**config.mk**
```make
export PLATFORM = sky130hd
export DESIGN_NAME = i2c_reg_reader
export DESIGN_NICKNAME = d
export VERILOG_FILES = /design/src/rtl/i2c_rr_pkg.sv /design/src/rtl/i2c_rr_sync.sv /design/src/rtl/i2c_rr_timeout.sv /design/src/rtl/i2c_rr_regs.sv /design/src/rtl/i2c_reg_reader.sv
export SDC_FILE = /design/constraint.sdc
export NUM_CORES = 1
export LEC_CHECK = 0
export ABC_AREA = 1
export BUFFER_PORTS_ARGS = -buffer_cell sky130_fd_sc_hd__buf_2
export CORE_UTILIZATION = 50
export DETAILED_ROUTE_END_ITERATION = 10
export HOLD_SLACK_MARGIN = 0.02
export PLACE_DENSITY = 0.74
export SYNTH_ARGS = -nofsm -noshare
export SYNTH_HDL_FRONTEND = slang
export SYNTH_SLANG_ARGS = --single-unit
```
**constraint.sdc**
```tcl
create_clock -name clk_i -period 1.9 [get_ports clk_i]
set_clock_uncertainty 0.05 [all_clocks]
set_input_delay 0.095 -clock clk_i [delete_from_list [all_inputs] [get_ports clk_i]]
set_output_delay 0.095 -clock clk_i [all_outputs]
set_load 0.1 [all_outputs]
```
**src/rtl/i2c_rr_pkg.sv**
```systemverilog
package i2c_rr_pkg;
  localparam int WORD_W = 16;
  localparam int PTR_W  = 4;
  localparam int BYTE_W = 8;

  typedef enum logic [2:0] {
    ST_IDLE, ST_ADDR, ST_ADDR_ACK, ST_CMD, ST_CMD_ACK, ST_TX, ST_TX_ACK, ST_WAIT
  } rr_state_e;
endpackage

```
**src/rtl/i2c_rr_sync.sv**
```systemverilog
module i2c_rr_sync #(
  parameter int STAGES = 2
) (
  input  logic clk_i,
  input  logic rst_ni,
  input  logic scl_i,
  input  logic sda_i,
  output logic scl_o,
  output logic sda_o,
  output logic rise_o,
  output logic fall_o,
  output logic start_o,
  output logic stop_o
);
  // bit 0 = scl, bit 1 = sda; extra stage keeps the previous value for edge detection
  logic [STAGES:0][1:0] sh_q;

  always_ff @(posedge clk_i or negedge rst_ni) begin
    if (!rst_ni) sh_q <= '1;
    else         sh_q <= {sh_q[STAGES-1:0], {sda_i, scl_i}};
  end

  logic scl_p, sda_p;
  assign scl_o   = sh_q[STAGES-1][0];
  assign sda_o   = sh_q[STAGES-1][1];
  assign scl_p   = sh_q[STAGES][0];
  assign sda_p   = sh_q[STAGES][1];
  assign rise_o  = scl_o & ~scl_p;
  assign fall_o  = ~scl_o & scl_p;
  assign start_o = scl_o & scl_p & sda_p & ~sda_o;
  assign stop_o  = scl_o & scl_p & ~sda_p & sda_o;
endmodule

```
**src/rtl/i2c_rr_timeout.sv**
```systemverilog
module i2c_rr_timeout #(
  parameter int TO_CYC = 2000
) (
  input  logic clk_i,
  input  logic rst_ni,
  input  logic active_i,
  input  logic scl_i,
  output logic expire_o
);
  localparam int CW = $clog2(TO_CYC + 1);
  logic [CW-1:0] cnt_q;

  assign expire_o = active_i & ~scl_i & (cnt_q == CW'(TO_CYC - 1));

  always_ff @(posedge clk_i or negedge rst_ni) begin
    if (!rst_ni)                    cnt_q <= '0;
    else if (!active_i || scl_i)    cnt_q <= '0;
    else if (expire_o)              cnt_q <= '0;
    else                            cnt_q <= cnt_q + 1'b1;
  end

  AST_TO_BOUND: assert property (@(posedge clk_i) disable iff (!rst_ni)
    cnt_q < CW'(TO_CYC));
endmodule

```
**src/rtl/i2c_rr_regs.sv**
```systemverilog
module i2c_rr_regs
  import i2c_rr_pkg::*;
#(
  parameter int N_EXT = 3
) (
  input  logic                    clk_i,
  input  logic                    rst_ni,
  input  logic [N_EXT*WORD_W-1:0] reg_data_i,
  input  logic [WORD_W-1:0]       alert_set_i,
  input  logic                    clr_i,
  input  logic [WORD_W-1:0]       mask_i,
  input  logic [PTR_W-1:0]        idx_i,
  output logic [WORD_W-1:0]       word_o
);
  localparam logic [PTR_W-1:0] ALERT_IDX = PTR_W'(N_EXT);

  logic [WORD_W-1:0] ext_w [N_EXT];
  logic [WORD_W-1:0] alert_q;

  for (genvar g = 0; g < N_EXT; g++) begin : g_ext
    assign ext_w[g] = reg_data_i[g*WORD_W +: WORD_W];
  end

  always_comb begin
    word_o = '0;
    for (int i = 0; i < N_EXT; i++)
      if (idx_i == PTR_W'(i)) word_o = ext_w[i];
    if (idx_i == ALERT_IDX) word_o = alert_q;
  end

  always_ff @(posedge clk_i or negedge rst_ni) begin
    if (!rst_ni)    alert_q <= '0;
    else if (clr_i) alert_q <= (alert_q & ~mask_i) | alert_set_i;
    else            alert_q <= alert_q | alert_set_i;
  end

  AST_ALERT_STICKY: assert property (@(posedge clk_i) disable iff (!rst_ni)
    !clr_i |=> (alert_q & $past(alert_q)) == $past(alert_q));
  AST_ALERT_CLEARED: assert property (@(posedge clk_i) disable iff (!rst_ni)
    clr_i |=> (alert_q & $past(mask_i) & ~$past(alert_set_i)) == '0);
endmodule

```
**src/rtl/i2c_reg_reader.sv**
```systemverilog
module i2c_reg_reader
  import i2c_rr_pkg::*;
#(
  parameter logic [6:0] DEV_ADDR    = 7'h48,
  parameter int         N_EXT       = 3,
  parameter int         TO_CYC      = 2000,
  parameter int         SYNC_STAGES = 2
) (
  input  logic                    clk_i,
  input  logic                    rst_ni,
  input  logic                    scl_i,
  input  logic                    sda_i,
  output logic                    sda_oe_o,
  input  logic [N_EXT*WORD_W-1:0] reg_data_i,
  input  logic [WORD_W-1:0]       alert_set_i
);
  localparam logic [PTR_W-1:0] ALERT_IDX = PTR_W'(N_EXT);

  logic scl_s, sda_s, rise, fall, start, stop, tmo;
  rr_state_e st_q;
  logic [BYTE_W-1:0] rx_q, tx_q;
  logic [WORD_W-1:0] word_q, rd_word;
  logic [2:0] cnt_q;
  logic got8_q, rw_q, autoinc_q, bsel_q, burst_q, ack_q, clr_q, oe_q;
  logic [PTR_W-1:0] ptr_q;

  i2c_rr_sync #(.STAGES(SYNC_STAGES)) u_sync (
    .clk_i, .rst_ni, .scl_i, .sda_i,
    .scl_o(scl_s), .sda_o(sda_s), .rise_o(rise), .fall_o(fall),
    .start_o(start), .stop_o(stop)
  );

  i2c_rr_timeout #(.TO_CYC(TO_CYC)) u_tmo (
    .clk_i, .rst_ni, .active_i(st_q != ST_IDLE), .scl_i(scl_s), .expire_o(tmo)
  );

  i2c_rr_regs #(.N_EXT(N_EXT)) u_regs (
    .clk_i, .rst_ni, .reg_data_i, .alert_set_i,
    .clr_i(clr_q), .mask_i(word_q), .idx_i(ptr_q), .word_o(rd_word)
  );

  assign sda_oe_o = oe_q;

  always_ff @(posedge clk_i or negedge rst_ni) begin
    if (!rst_ni) begin
      st_q <= ST_IDLE;  rx_q <= '0;  tx_q <= '0;  word_q <= '0;  cnt_q <= '0;
      got8_q <= 1'b0;  rw_q <= 1'b0;  autoinc_q <= 1'b0;  bsel_q <= 1'b0;
      burst_q <= 1'b0;  ack_q <= 1'b0;  clr_q <= 1'b0;  oe_q <= 1'b0;  ptr_q <= '0;
    end else begin
      clr_q <= 1'b0;
      if (tmo) begin
        st_q <= ST_IDLE;  oe_q <= 1'b0;
      end else if (start) begin
        st_q <= ST_ADDR;  cnt_q <= '0;  got8_q <= 1'b0;  oe_q <= 1'b0;
      end else if (stop) begin
        st_q <= ST_IDLE;  oe_q <= 1'b0;
      end else begin
        unique case (st_q)
          ST_ADDR, ST_CMD: begin
            if (rise) begin
              rx_q  <= {rx_q[BYTE_W-2:0], sda_s};
              cnt_q <= cnt_q + 1'b1;
              if (cnt_q == 3'd7) got8_q <= 1'b1;
            end else if (fall && got8_q) begin
              got8_q <= 1'b0;
              cnt_q  <= '0;
              if (st_q == ST_ADDR) begin
                if (rx_q[7:1] == DEV_ADDR) begin
                  st_q <= ST_ADDR_ACK;  oe_q <= 1'b1;  rw_q <= rx_q[0];
                end else begin
                  st_q <= ST_WAIT;
                end
              end else begin
                autoinc_q <= rx_q[7];
                ptr_q     <= rx_q[PTR_W-1:0];
                oe_q      <= 1'b1;
                st_q      <= ST_CMD_ACK;
              end
            end
          end
          ST_ADDR_ACK: if (fall) begin
            if (rw_q) begin
              st_q <= ST_TX;  word_q <= rd_word;  tx_q <= rd_word[WORD_W-1 -: BYTE_W];
              oe_q <= ~rd_word[WORD_W-1];  bsel_q <= 1'b0;  burst_q <= 1'b0;  cnt_q <= '0;
            end else begin
              st_q <= ST_CMD;  oe_q <= 1'b0;
            end
          end
          ST_CMD_ACK: if (fall) begin
            oe_q <= 1'b0;  st_q <= ST_WAIT;
          end
          ST_TX: if (fall) begin
            if (cnt_q == 3'd7) begin
              oe_q <= 1'b0;  st_q <= ST_TX_ACK;
            end else begin
              tx_q  <= {tx_q[BYTE_W-2:0], 1'b0};
              oe_q  <= ~tx_q[BYTE_W-2];
              cnt_q <= cnt_q + 1'b1;
            end
          end
          ST_TX_ACK: begin
            if (rise) begin
              ack_q <= ~sda_s;
              // pointer moves before the next fall so rd_word is settled when loaded
              if (!sda_s && bsel_q && autoinc_q) begin
                ptr_q <= ptr_q + 1'b1;  burst_q <= 1'b1;
              end
              if (sda_s && bsel_q && !burst_q && ptr_q == ALERT_IDX) clr_q <= 1'b1;
            end else if (fall) begin
              if (ack_q) begin
                st_q <= ST_TX;  cnt_q <= '0;
                if (!bsel_q) begin
                  tx_q <= word_q[BYTE_W-1:0];  oe_q <= ~word_q[BYTE_W-1];  bsel_q <= 1'b1;
                end else begin
                  word_q <= rd_word;  tx_q <= rd_word[WORD_W-1 -: BYTE_W];
                  oe_q <= ~rd_word[WORD_W-1];  bsel_q <= 1'b0;
                end
              end else begin
                st_q <= ST_WAIT;
              end
            end
          end
          default: ;
        endcase
      end
    end
  end

  AST_IDLE_RELEASED: assert property (@(posedge clk_i) disable iff (!rst_ni)
    st_q == ST_IDLE |-> !sda_oe_o);
  AST_WAIT_SILENT: assert property (@(posedge clk_i) disable iff (!rst_ni)
    st_q == ST_WAIT |-> !sda_oe_o);
  AST_TIMEOUT_IDLE: assert property (@(posedge clk_i) disable iff (!rst_ni)
    tmo |=> st_q == ST_IDLE && !sda_oe_o);
  AST_ACK_ON_MATCH: assert property (@(posedge clk_i) disable iff (!rst_ni)
    st_q == ST_ADDR_ACK |-> rx_q[7:1] == DEV_ADDR);
  AST_PTR_FIXED: assert property (@(posedge clk_i) disable iff (!rst_ni)
    (st_q inside {ST_TX, ST_TX_ACK}) && !autoinc_q |=> $stable(ptr_q));
endmodule

```
; ---- Yosys cells after proc, flatten, opt, wreduce, memory -nomap -nowiden
; Index checks and enable logic that the tools add are counted.
[totals]
register_bits = 82
[op_classes]
add_sub_neg = 3
n_reduce_logical = 33
eq_ne = 45
mux = 96
bitwise_logic = 25
[op_table]
columns = cell, count
row1 = $mux W16, 11
row2 = $mux W3, 25
row3 = $mux W7, 8
row4 = $ne A5 B5 Y1 const B, 9
row5 = $mux W1, 36
row6 = $or A16 B16 Y16, 2
row7 = $pmux W16 S2, 1
row8 = $ne A2 B2 Y1 const B, 14
row9 = $reduce_and A9 Y1, 3
row10 = $mux W11, 2
row11 = $reduce_and A11 Y1, 2
row12 = $ne A3 B3 Y1 const B, 7
row13 = $pmux W7 S3, 1
row14 = $mux W4, 5
row15 = $reduce_and A10 Y1, 2
row16 = $and A16 B16 Y16, 1
row17 = $not A16 Y16, 1
row18 = $reduce_and A8 Y1, 2
row19 = $pmux W3 S5, 1
row20 = $reduce_and A5 Y1, 3
row21 = $eq A3 B3 Y1 const B, 4
row22 = $not A1 Y1, 12
row23 = $pmux W3 S4, 1
row24 = $add A11 B1 Y11 const B, 1
row25 = 26 further kinds, 48

; ---- Longest topological paths before layout
[logic_depth]
depth_word = 14
depth_mapped = 13

; ---- Cells and area by module
; Synthesis repeated with hierarchy kept, for this count alone.
[unflattened]
hier_cells = 646
area_unflattened_um2 = 4828.4
[modules_own_cells]
columns = module, cells_each, n_inst, area_each_um2
row1 = i2c_reg_reader, 404, 1, 2874.0
row2 = i2c_rr_regs, 148, 1, 1156.1
row3 = i2c_rr_timeout, 77, 1, 599.3
row4 = i2c_rr_sync, 17, 1, 198.9

; ---- Worst setup path after synthesis
; OpenSTA, ideal clock, no wires.
[synth_timing]
path_kind = register to register
start = register ptr_q[0]
end = register word_q[0]
path_stages_with_launch = 12
setup_time_ps = 65
setup_slack_ps = 118
arrival_ps = 1667
path_cell_list = dfrtp_1 inv_1 ha_1 clkbuf_1 nand2_1 nor2_1 nand2_1 nand3_1 o21ai_0 o21ai_0 nand2_1 nand2_1
[synth_between]
elab_chain_len = 10
word_cells_on_any_way = 15
cone_classes = eq/ne (3) / mux (11) / reduce/logical (1)
[synth_lines]
columns = item, line_no
row1 = "start, declared", i2c_reg_reader.sv:25  ; logic [PTR_W-1:0] ptr_q;
row2 = "start signal, assigned", i2c_reg_reader.sv:75  ; ptr_q <= rx_q[PTR_W-1:0];
row3 = $logic_not A4 Y1, i2c_rr_regs.sv:27  ; if (idx_i == PTR_W'(i)) word_o = ext_w[i];
row4 = $mux W16 (3 in series), i2c_rr_regs.sv:27
row5 = $mux W16 *, i2c_rr_regs.sv:28  ; if (idx_i == ALERT_IDX) word_o = alert_q;
row6 = $mux W16, i2c_reg_reader.sv:112  ; if (!bsel_q) begin
row7 = $mux W16, i2c_reg_reader.sv:110  ; if (ack_q) begin
row8 = $mux W16, i2c_reg_reader.sv:109  ; end else if (fall) begin
row9 = $mux W16, i2c_reg_reader.sv:102  ; if (rise) begin
row10 = $pmux W16 S2 *, i2c_reg_reader.sv:58  ; unique case (st_q)
row11 = "end signal, assigned", i2c_reg_reader.sv:115  ; word_q <= rd_word; tx_q <= rd_word[WORD_W-1 -: BYTE_W];
row12 = "end, declared", i2c_reg_reader.sv:22  ; logic [WORD_W-1:0] word_q, rd_word;
; Mark *: on every way between the ends. The rest lies on a longest branch, timed or not. The select of a mux whose other input is x is not followed.
; A chain may end at the register's enable or synchronous reset.

; ---- Worst setup path after layout
[layout_timing]
start = register ptr_q[1]
end = register word_q[5]
; The elaborated chain is that of the path after synthesis.

==> flow_metrics.env <==
export IMPL_crit_fanout=7
export IMPL_grt_pass1_wl_um=19500
export IMPL_die_x_um=97.7
export IMPL_utilization_pct=65.5
export IMPL_tritoncts="done"
export IMPL_worstMarginPinSlew_ps=527
export IMPL_multi_input_area_um2=2240
export IMPL_syn_area_per_cell_um2=7.43
export IMPL_crit_family="simple AND/OR/NAND/NOR gates"
export IMPL_synth_cell_types=38
export IMPL_grt_max_degree=35
export IMPL_startpoint_type="register"
export IMPL_grt_ovfl_total=0
export IMPL_synth_area_um2=4580
export IMPL_hold_viol=0
export IMPL_synth_warnings=0
export IMPL_final_common_cell="nand2_1"
export IMPL_antenna_cells=0
export IMPL_num_fill_cells=748
export IMPL_core_area_um2=8810
export IMPL_worstPathArrival_ps=2080
export IMPL_syn_inst=617
export IMPL_cts_sinks=82
export IMPL_crit_path_cell_trace="inv_2 -> ha_4 -> inv_2 -> nor3_4 -> buf_4 -> nand2_1 -> nand3_1 -> o21ai_0 -> o21ai_1 -> nand2_1 -> nand2_1"
export IMPL_drive_above_1_share_pct=22.9
export IMPL_layout_nets=808
export IMPL_synth_edf_count=0
export IMPL_async_flop_share_pct=100
export IMPL_design_area_um2=5770
export IMPL_postRouteAntennaNets=0
export IMPL_cap_violations=0
export IMPL_clkTransAtPathRegs_ps=90
export IMPL_tns_ps=0
export IMPL_yosys_most_used_dff="dfrtp_1"
export IMPL_max_freq_mhz=546
export IMPL_ys_ff_latch=82
export IMPL_ctsRootBufferMaster="clkbuf_8"
export IMPL_slowest_stage="dfrtp_1"
export IMPL_antenna_found_initial=0
export IMPL_grt_use_total_pct=25.4
export IMPL_io_buffers=68
export IMPL_worst_slack_ps=69.3
export IMPL_drtPass1Iterations=8
export IMPL_power_per_cell_area_nw_per_um2=1330
export IMPL_drc_errors=14
export IMPL_status="finished with violations"
export IMPL_gp_congestion=0.978
export IMPL_total_leakage_power_nw=2.85
export IMPL_start_util_pct=52.0
export IMPL_pre_cts_ws_ps=49.7
export IMPL_mostFrequentLayoutCells="211 x nand2_1, 73 x dfrtp_1, 67 x buf_2"
export IMPL_first_iter_violations=255
export IMPL_crit_top_cell="nand2_1"
export IMPL_htreeDepth=3
export IMPL_end_kind="register"
export IMPL_drt_vias_per_instance=5.14
export IMPL_max_vdd_ir_drop_mv=0.543
export IMPL_slew_violations=0
export IMPL_hpwl_um=8540
export IMPL_clk_latency_ps=350
export IMPL_setup_viol=0
export IMPL_violations="DRC"
export IMPL_placed_area_um2=5230
export IMPL_slew_headroom_pct=64.8
export IMPL_hold_class="in -> reg"
export IMPL_die_area_um2=9550
export IMPL_worst_path_buf_inv=3
export IMPL_routedWlPerCell_um=13.6
export IMPL_clk_path_buf_depth=2
export IMPL_postSynthNetCount=692
export IMPL_wirelength_um=11500
export IMPL_fin_crit_ps=1830
export IMPL_cp_required_ps=2150
export IMPL_ys_seq_area_share_pct=44.9
export IMPL_cts_made_buffers=9
export IMPL_max_stage_delay_ps=430
export IMPL_num_vias=4346
export IMPL_area_growth_pct=25.8
export IMPL_rsz0062_at_grt="yes"
export IMPL_die_h_um=97.7
export IMPL_crit_type="reg -> reg"
export IMPL_io_pins=69
export IMPL_period_share_pct=96.4
export IMPL_grt_pass1_vias=4262
export IMPL_regArea_um2=2060
export IMPL_rows=34
==> timing repair <==
action / 4_1_cts / 5_1_grt
endpoints found under the setup margin: 1 / 23
pin swaps: 0 / 5
hold buffers: 19 / 0
hold endpoints to repair: 50 / 0
cloned: 0 / 1
gates resized for setup: 0 / 32
buffers inserted: 1 / 2
==> cell usage after synthesis (6+ instances only) <==
cell type,number,area (um2)
buf_2,8,40.0
nand2_1,217,815
nor3_1,8,40.0
inv_1,61,229
nand4_1,15,93.8
dfrtp_1,76,1900
o21ai_1,9,45.0
ha_1,7,87.6
inv_2,8,30.0
nor2_1,34,128
nand3b_1,7,52.6
a21oi_1,10,50.1
o21ai_0,50,250
a21o_1,15,113
clkbuf_1,7,26.3
dfstp_2,6,158
nand3_1,47,235
==> per-layer routing <==
metal | routed length [um] | GRT usage [%]
met2 | 5540 | 42.1
met5 | 0 | 0
met1 | 5270 | 34.0
met4 | 223 | 9.67
met3 | 490 | 3.72
==> cells by family (layout without fill, tap and decap cells) <==
logic type / Yosys count / count (layout) / synth area share (%)
flip-flops: 82 / 82 / 44.9
adder cells (fa/ha/maj): 7 / 7 / 1.91
AO/OA/AOI/OAI: 89 / 89 / 10.8
buffers and inverters: 88 / 209 / 7.81
multiplexers: 2 / 2 / 0.491
AND/OR/NAND/NOR: 344 / 344 / 33.1
XOR/XNOR: 5 / 5 / 0.956
==> worst reg2reg max path: stages, from the launching register on <==
cell and delay (ps):
dfrtp_1 430, inv_2 100, ha_4 150, inv_2 50
nor3_4 230, buf_4 210, nand2_1 60, nand3_1 110
o21ai_0 140, o21ai_1 140, nand2_1 60, nand2_1 50
==> layout make-up <==
type                       instances  area share, %
clock inverter                     5           1.50
inverter                          70           4.64
multi-input combinational        447           38.8
tap                              108           2.34
clock buffer                      11           2.45
timing repair buffer             123           14.5
sequential                        82           35.8
==> sequential cells by signal (all words and copies together), names as in the netlist <==
signal	cells
ack_q	1
u_sync.scl_o	1
rw_q	1
word_q	16
u_sync.sda_p	1
ptr_q	4
cnt_q	3
tx_q	7
clr_q	1
sda_oe_o	1
bsel_q	1
u_sync.sda_o	1
autoinc_q	1
got8_q	1
st_q	3
u_tmo.cnt_q	11
u_sync.scl_p	1
burst_q	1
u_sync.sh_q	2
rx_q	8
u_regs.alert_q	16
==> power by group <==
part | internal (mW) | switching, mW | leakage, nW
logic | 1.40 | 2.24 | 1.77
clock network | 0.786 | 0.629 | 0.114
registers | 2.23 | 0.360 | 0.965
total | 4.42 | 3.22 | 2.85
==> worst paths after layout <==
kind	startpoint	end	slack, ps	cells past startpoint
max	ptr_q[1]	word_q[5]	70	11
min	reg_data_i[39]	word_q[7]	90	5
max in group asynchronous	rst_ni	ptr_q[0]	980	3
min in group asynchronous	rst_ni	st_q[0]	190	2
max reg2reg	ptr_q[1]	word_q[5]	70	11
min reg2reg	u_sync.sh_q[1]	u_sync.sda_o	310	0
==> through the flow <==
step                      hold WS [ps]  cells  power [mW]
after global placement            34.3    807        5.88
after detailed placement          34.4    807        5.96
final                             88.8    846        7.64
after floorplan                   -251    617        4.87
after CTS                         74.9    843        7.45
after global routing               104    846        8.30
No activity file was read; power rests on OpenSTA's default activity.
